File: src/rtl/alu_flag_pkg.sv
package alu_flag_pkg;

    typedef struct packed {
        logic n;
        logic z;
        logic v;
        logic c;
        logic a;
        logic p;
    } flag_set_t;

    localparam int unsigned NIBBLE_W = 4;
    localparam int unsigned PARITY_W = 8;

endpackage

File: src/rtl/alu_addsub.sv
module alu_addsub #(
    parameter int unsigned WIDTH = 16
) (
    input  logic [WIDTH-1:0] op_a,
    input  logic [WIDTH-1:0] op_b,
    input  logic             sub,
    output logic [WIDTH-1:0] sum,
    output logic             carry_top,
    output logic             carry_nib
);
    import alu_flag_pkg::*;

    localparam int unsigned NW = NIBBLE_W;

    logic [WIDTH-1:0] b_eff;
    logic [WIDTH:0]   wide;
    logic [NW:0]      low;

    always_comb begin
        b_eff     = sub ? ~op_b : op_b;
        wide      = {1'b0, op_a} + {1'b0, b_eff} + {{WIDTH{1'b0}}, sub};
        low       = {1'b0, op_a[NW-1:0]} + {1'b0, b_eff[NW-1:0]} + {{NW{1'b0}}, sub};
        sum       = wide[WIDTH-1:0];
        carry_top = wide[WIDTH];
        carry_nib = low[NW];
    end

endmodule

File: src/rtl/alu_parity.sv
module alu_parity #(
    parameter int unsigned PW = 8
) (
    input  logic [PW-1:0] data,
    output logic          even
);
    logic [PW:0] chain;

    assign chain[0] = 1'b0;

    for (genvar gi = 0; gi < PW; gi++) begin : g_xor
        assign chain[gi+1] = chain[gi] ^ data[gi];
    end

    assign even = ~chain[PW];

endmodule

File: src/rtl/alu_flag_calc.sv
module alu_flag_calc #(
    parameter int unsigned WIDTH = 16
) (
    input  logic [WIDTH-1:0]         sum,
    input  logic                     sub,
    input  logic                     a_msb,
    input  logic                     b_msb,
    input  logic                     carry_top,
    input  logic                     carry_nib,
    input  logic                     parity_even,
    output alu_flag_pkg::flag_set_t  flags
);
    logic same_sign;

    always_comb begin
        // operands agree in sign (add) or differ (subtract)
        same_sign = sub ? (a_msb != b_msb) : (a_msb == b_msb);
        flags.n   = sum[WIDTH-1];
        flags.z   = (sum == '0);
        flags.v   = same_sign && (sum[WIDTH-1] != a_msb);
        flags.c   = sub ? ~carry_top : carry_top;
        flags.a   = sub ? ~carry_nib : carry_nib;
        flags.p   = parity_even;
    end

endmodule

File: src/rtl/alu_flag_unit.sv
module alu_flag_unit #(
    parameter int unsigned WIDTH = 16
) (
    input  logic             clk,
    input  logic             rst,
    input  logic [WIDTH-1:0] op_a,
    input  logic [WIDTH-1:0] op_b,
    input  logic             op_sub,
    input  logic             flag_en,
    output logic [WIDTH-1:0] result,
    output logic             flag_n,
    output logic             flag_z,
    output logic             flag_v,
    output logic             flag_c,
    output logic             flag_a,
    output logic             flag_p
);
    import alu_flag_pkg::*;

    localparam int unsigned PW = PARITY_W;

    logic [WIDTH-1:0] sum_w;
    logic             carry_top_w;
    logic             carry_nib_w;
    logic             par_even_w;
    flag_set_t        calc_w;
    flag_set_t        flags_d;
    flag_set_t        flags_q;

    alu_addsub #(.WIDTH(WIDTH)) u_addsub (
        .op_a      (op_a),
        .op_b      (op_b),
        .sub       (op_sub),
        .sum       (sum_w),
        .carry_top (carry_top_w),
        .carry_nib (carry_nib_w)
    );

    alu_parity #(.PW(PW)) u_parity (
        .data (sum_w[PW-1:0]),
        .even (par_even_w)
    );

    alu_flag_calc #(.WIDTH(WIDTH)) u_calc (
        .sum         (sum_w),
        .sub         (op_sub),
        .a_msb       (op_a[WIDTH-1]),
        .b_msb       (op_b[WIDTH-1]),
        .carry_top   (carry_top_w),
        .carry_nib   (carry_nib_w),
        .parity_even (par_even_w),
        .flags       (calc_w)
    );

    always_comb begin
        if (rst) begin
            flags_d = '0;
        end else if (flag_en) begin
            flags_d = calc_w;
        end else begin
            flags_d = flags_q;
        end
    end

    always_ff @(posedge clk) begin
        flags_q <= flags_d;
    end

    assign result = sum_w;
    assign flag_n = flags_q.n;
    assign flag_z = flags_q.z;
    assign flag_v = flags_q.v;
    assign flag_c = flags_q.c;
    assign flag_a = flags_q.a;
    assign flag_p = flags_q.p;

endmodule

File: config.mk
export PLATFORM = sky130hd
export DESIGN_NAME = alu_flag_unit
export DESIGN_NICKNAME = d
export VERILOG_FILES = /design/src/rtl/alu_flag_pkg.sv /design/src/rtl/alu_addsub.sv /design/src/rtl/alu_parity.sv /design/src/rtl/alu_flag_calc.sv /design/src/rtl/alu_flag_unit.sv
export SDC_FILE = /design/constraint.sdc
export NUM_CORES = 1
export LEC_CHECK = 0
export ABC_AREA = 1
export ABC_CLOCK_PERIOD_IN_PS = 8200
export BUFFER_PORTS_ARGS = -buffer_cell sky130_fd_sc_hd__buf_2
export CAP_MARGIN = 10
export CORE_MARGIN = 4
export CORE_UTILIZATION = 55
export DETAILED_ROUTE_END_ITERATION = 8
export HOLD_SLACK_MARGIN = 0.15
export PLACE_DENSITY = 0.87
export SYNTH_ARGS = -nofsm -noshare
export SYNTH_HDL_FRONTEND = slang
export SYNTH_SLANG_ARGS = --single-unit
File: constraint.sdc
create_clock -name clk -period 8.2 [get_ports clk]
set_clock_uncertainty 0.1 [all_clocks]
set_input_delay 2.05 -clock clk [delete_from_list [all_inputs] [get_ports clk]]
set_output_delay 2.05 -clock clk [all_outputs]
set_load 0.01 [all_outputs]
# --- Word-level counts from Yosys, hierarchy flattened ---
# Cells that the tools add are included.
word_totals:
  reg_bits: 6
  latch_bits: 0
  mem_bits_rw: 0
  rom_bits: 0
  in_bits: 36
  out_inout_bits: 22
  word_cells: 30
  n_memories: 0
classes:
  n_addsub: 4
  mul: 0
  div: 0
  n_lt_le_gt_ge: 0
  n_eq_ne: 3
  n_shift: 0
  n_mux: 4
  bitwise_logic: 11
  n_reduce_logical: 2
op_table:
  columns: ["operator", "n"]
  rows:
  - ["$add A16 B16 Y17", 1]
  - ["$add A17 B1 Y17", 1]
  - ["$logic_not A16 Y1", 1]
  - ["$mux W16", 1]
  - ["$not A16 Y16", 1]
  - ["$xor A1 B1 Y1", 7]
  - ["$add A4 B4 Y5", 1]
  - ["$add A5 B1 Y5", 1]
  - ["$mux W1", 3]
  - ["$not A1 Y1", 3]
  - ["$ne A1 B1 Y1", 2]
  - ["$eq A1 B1 Y1", 1]
  - ["$logic_and A1 B1 Y1", 1]

# --- Longest topological paths before layout ---
depth:
  word_depth: 12
  ltp_mapped: 21

# --- Modules after synthesis ---
# Synthesis repeated with hierarchy kept, for this count alone.
unflattened:
  hier_cells: 292
  area_unflattened_um2: 1629.1
by_module_without_submodules:
  columns: ["mod", "n_inst", "cells_per_inst", "area_each_um2", "seq_area_each_um2"]
  rows:
  - ["alu_addsub", 1, 184, 1066.0, 0.0]
  - ["alu_flag_unit", 1, 38, 247.7, 120.1]
  - ["alu_flag_calc", 1, 43, 187.7, 0.0]
  - ["alu_parity", 1, 27, 127.6, 0.0]

# --- Worst setup path after synthesis ---
# No wires, ideal clock.
synth_path:
  path_type: "input to output"
  startpoint: "input port op_sub"
  endpoint: "output port result[15]"
  arrival_ns: 3.744
  setup_slack_ns: 2.306
  path_stages: 11
  cell_sequence: "buf_6 > buf_2 > xor2_1 > ha_1 > a21o_1 > a21o_1 > a21oi_1 > nand2_1 > nand2_2 > nand2_2 > buf_4"
synth_rtl:
  columns: ["item", "line_no", "source"]
  rows:
  - ["start, declared", "alu_flag_unit.sv:8", "input logic op_sub,"]
  - ["end, declared", "alu_flag_unit.sv:10", "output logic [WIDTH-1:0] result,"]

# --- Final worst setup path ---
layout_path:
  startpoint: "input port op_sub"
  endpoint: "output port result[12]"
layout_between:
  elab_chain_cells: 3
layout_rtl:
  columns: ["item", "line_no", "source"]
  rows:
  - ["$mux W16", "alu_addsub.sv:20", "b_eff = sub ? ~op_b : op_b;"]
  - ["$add A16 B16 Y17", "alu_addsub.sv:21", "wide = {1'b0, op_a} + {1'b0, b_eff} + {{WIDTH{1'b0}}, sub};"]
  - ["$add A17 B1 Y17 *", "alu_addsub.sv:21", null]
# Every way passes the cells marked *; elsewhere a longest branch is shown, timed or not.

==> run summary <==
The flow ran to the end, and the final reports show no timing, DRC or antenna violations. In this run the tool buffered the top-level ports with 57 buffer cells. After clock tree synthesis, the flow added hold-fix buffers numbering 0.

The minimum clock period is 6210 ps. The power dissipated by switching net loads came out at 148 uW. The post-synthesis register bit count is 6. The critical path arrival is 4060 ps.

The die is 63.1 um wide. The min-delay analysis places its worst path in the category register to register. The clock power share came out at 9.7%. The share of cells above drive strength 1 is 23.1%.

Dividing the detail-routed wire length by the instance count gives 10.7 um. The fraction of power spent switching nets came out at 52.8%. The via count of the first global-routing pass was 1728. The number of antenna-violating nets in the routed design is 0. The diode insertion count for antenna repair is 0. For this run the aggregate overflow at the end of global routing stands at 0. For the final routed database, the setup TNS stands at 0 ps. In this run, flip-flops and latches consume 12.0% of the power. The final-report hold violation count is 0.

The multi-input logic area is 1310 um^2. At the pin with the least slew margin, the transition time is 554 ps. The number of CTS-inserted buffers is 3. STA classifies the critical path startpoint as an input pin.

The global-route wire length before repair came out at 6850 um. The HPWL after detailed placement came out at 3540 um. The proportion of power drawn by combinational gates came out at 78.4%.

The number of levels in the clock H-tree is 1. Cell internal power was estimated by the tool at 133 uW. Compared with the post-synthesis result, the final layout area differs by 18.9%. STA classifies the critical path endpoint as an output pin.

The via count came out at 1963. The setup-violating endpoint count in the final report is 0. Clock tree synthesis selected as its root buffer the cell sky130_fd_sc_hd__clkbuf_4. Row generation in the floorplan step produced 19 rows. In this run the static leakage power is 1.27 nW.

The worst endpoint required time came out at 6050 ps. TritonCTS built the clock tree. Once the clock tree was built, the setup fixing pass inserted 0 buffers. The maximum fanout count along the critical path is 19. The number of detailed-route iterations in the first pass is 4. The post-synthesis area per instance is 5.66 um^2. The sequential cell area fraction in the yosys report came out at 7.19%. Setup repair after global routing left no endpoint under its margin. The power density of the placed cells is 141 nW/um^2. Across all setup checks in the final design, the least slack found is 1990 ps. After detailed routing, the number of vias per cell comes to 5.14. The starting density of the core is 59.0%. Across the VDD grid, the largest voltage drop is 0.0586 mV.

The register area came out at 120 um^2. The total DRC errors in the routed layout came out at 0. The initial antenna violation count came to 0.

The count of unique library cells instantiated by Yosys is 28. The reported max-cap violation count came out at 0. Based on the critical path, the design can be clocked at up to 161 MHz. The fill cell instance count of the final layout is 283.

The portion of synthesized cell area occupied by the leading cell type is 19.3%. The worst slack at placement came out at 1980 ps. The total detailed-routing wirelength is 4070 um. The maximum number of pins on one net before global-route repair came out at 20. The number of pins with negative max-slew slack in the final report is 0. The worst-skew pair later-pin latency came out at 240 ps.

The number of top-level pins is 58. The die area came out at 3980 um^2. The total routing resource utilization after global routing came out at 20.2%. No sink is reached through more buffers than the 2 on the longest clock path. The first-iteration detailed-routing DRC count came out at 77. The synthesized cell area came out at 1670 um^2. The tree built by TritonCTS fans out to 6 sinks. The region available for standard cell placement spans 2830 um^2.

The net count after synthesis came out at 350. The largest total area in the synthesized netlist belongs to sky130_fd_sc_hd__nand2_1. The total number of yosys warnings came out at 0.

By startpoint and endpoint, the worst setup path is classified as input pin to output pin. The count of mapped cells out of synthesis came out at 295. For this run, the post-layout net count is 408. The max-slew headroom at the worst pin is 63.0%. By area the synthesized netlist is led by sky130_fd_sc_hd__nand2_1 (19%), sky130_fd_sc_hd__ha_1 (13%), sky130_fd_sc_hd__inv_1 (12%). The number of gates given a new drive strength after cts came out at 0. The clock-pin slew reported for the worst setup and hold paths after clock tree synthesis came out at 50 ps.

The worst hold slack came out at 380 ps. The floorplan die height came out at 63.1 um. The share of the clock period used by the worst path after layout is 75.7%. The global placer's final weighted congestion came out at 0.916.
[cells in the final DEF (no fill, tap or decap), types with 3 or more instances in the layout]
| master | n |
|---|---|
| sky130_fd_sc_hd__nor2_1 | 27 |
| sky130_fd_sc_hd__buf_2 | 57 |
| sky130_fd_sc_hd__nand2_1 | 86 |
| sky130_fd_sc_hd__ha_1 | 18 |
| sky130_fd_sc_hd__dfxtp_1 | 6 |
| sky130_fd_sc_hd__xor2_1 | 16 |
| sky130_fd_sc_hd__xnor2_1 | 4 |
| sky130_fd_sc_hd__nand2_2 | 11 |
| sky130_fd_sc_hd__nand3b_1 | 3 |
| sky130_fd_sc_hd__o21ai_0 | 3 |
| sky130_fd_sc_hd__a21oi_1 | 10 |
| sky130_fd_sc_hd__nand3_1 | 28 |
| sky130_fd_sc_hd__nand4_1 | 8 |
| sky130_fd_sc_hd__inv_1 | 54 |
| sky130_fd_sc_hd__clkbuf_4 | 3 |
[power groups by stage]
| stage | registers, mW | clock network (mW) | logic [mW] |
|---|---|---|---|
| global placement | 0.0339 | 0 | 0.212 |
| global route | 0.0340 | 0.0302 | 0.250 |
| finish | 0.0336 | 0.0272 | 0.220 |
| CTS | 0.0336 | 0.0272 | 0.219 |
| floorplan | 0.0356 | 0 | 0.158 |
| detailed placement | 0.0341 | 0 | 0.218 |
[path summary, 6_finish.rpt]
path	from	endpoint	slack, ps	depth (start not counted)
worst max-delay path	op_sub	result[12]	1990	12
worst min-delay path	flag_z	flag_z	380	2
worst max register to register	flag_a	flag_a	7430	4
worst min register to register	flag_z	flag_z	380	2
[critical path: stages]
cell and delay, ps:
sky130_fd_sc_hd__buf_2 440, sky130_fd_sc_hd__xnor2_1 200, sky130_fd_sc_hd__fa_1 430, sky130_fd_sc_hd__inv_1 120, sky130_fd_sc_hd__nand3_1 130, sky130_fd_sc_hd__nand2_2 150, sky130_fd_sc_hd__nand3_1 100, sky130_fd_sc_hd__nand3_1 110
sky130_fd_sc_hd__nand2_1 60, sky130_fd_sc_hd__nand2_1 90, sky130_fd_sc_hd__inv_1 40, sky130_fd_sc_hd__buf_2 130
[metrics by stage]
stage               util, %  area (um^2)  instances  power (mW)
floorplan                 -         1670        295       0.194
global placement       69.4         1960        379       0.246
detailed placement     69.4         1960        379       0.252
CTS                    70.2         1990        382       0.280
global route           70.2         1990        382       0.315
finish                 70.2         1990        382       0.281
[routing by layer]
layer | global-route usage (%) | share of wire (%) | vias to the layer above
met5 | 0 | 0 | -
met4 | 4.68 | 0.59 | 0
met3 | 2.13 | 6.3 | 4
met2 | 34.9 | 47 | 75
met1 | 26.7 | 46 | 845
li1 | - | - | 1039
[final cells by class]
class,count,area share [%]
multi-input combinational,230,66.1
inverter,55,10.4
sequential,6,6.05
timing repair buffer,57,14.4
clock buffer,3,1.13
tap,31,1.95
[synth_stat cells]
library cell	instances
sky130_fd_sc_hd__o21ai_0	3
sky130_fd_sc_hd__xor2_1	16
sky130_fd_sc_hd__nand2_2	11
sky130_fd_sc_hd__a21o_1	2
sky130_fd_sc_hd__nand2_4	2
sky130_fd_sc_hd__ha_1	18
sky130_fd_sc_hd__o21bai_2	1
sky130_fd_sc_hd__o21bai_1	1
sky130_fd_sc_hd__buf_2	1
sky130_fd_sc_hd__nand3_2	1
sky130_fd_sc_hd__xnor2_1	4
sky130_fd_sc_hd__fa_1	1
sky130_fd_sc_hd__buf_6	1
sky130_fd_sc_hd__inv_1	54
sky130_fd_sc_hd__nor2_2	2
sky130_fd_sc_hd__nand3b_1	3
sky130_fd_sc_hd__a31o_2	1
sky130_fd_sc_hd__and2_1	1
sky130_fd_sc_hd__nand4_1	8
sky130_fd_sc_hd__nor3_1	2
sky130_fd_sc_hd__dfxtp_1	6
sky130_fd_sc_hd__nor2_1	27
sky130_fd_sc_hd__inv_2	1
sky130_fd_sc_hd__a21oi_2	2
sky130_fd_sc_hd__nand2_1	86
sky130_fd_sc_hd__a21oi_1	10
sky130_fd_sc_hd__buf_4	2
sky130_fd_sc_hd__nand3_1	28
[state kept, by name (all words and copies together), names as in the netlist]
signal  flops
flag_z      1
flag_n      1
flag_c      1
flag_a      1
flag_p      1
flag_v      1
[cells by family (layout without fill, tap and decap cells)]
kind of cell / count (synthesis) / in the layout / synth area share [%]
buffers and inverters: 59 / 115 / 14.2
adders and majority gates: 19 / 19 / 14.7
AOI/OAI and AO/OA: 20 / 20 / 7.49
xor gates and xnor gates: 20 / 20 / 10.5
DFF: 6 / 6 / 7.19
and+or+nand+nor: 171 / 171 / 45.9
Power figures use the tool's default switching activity.
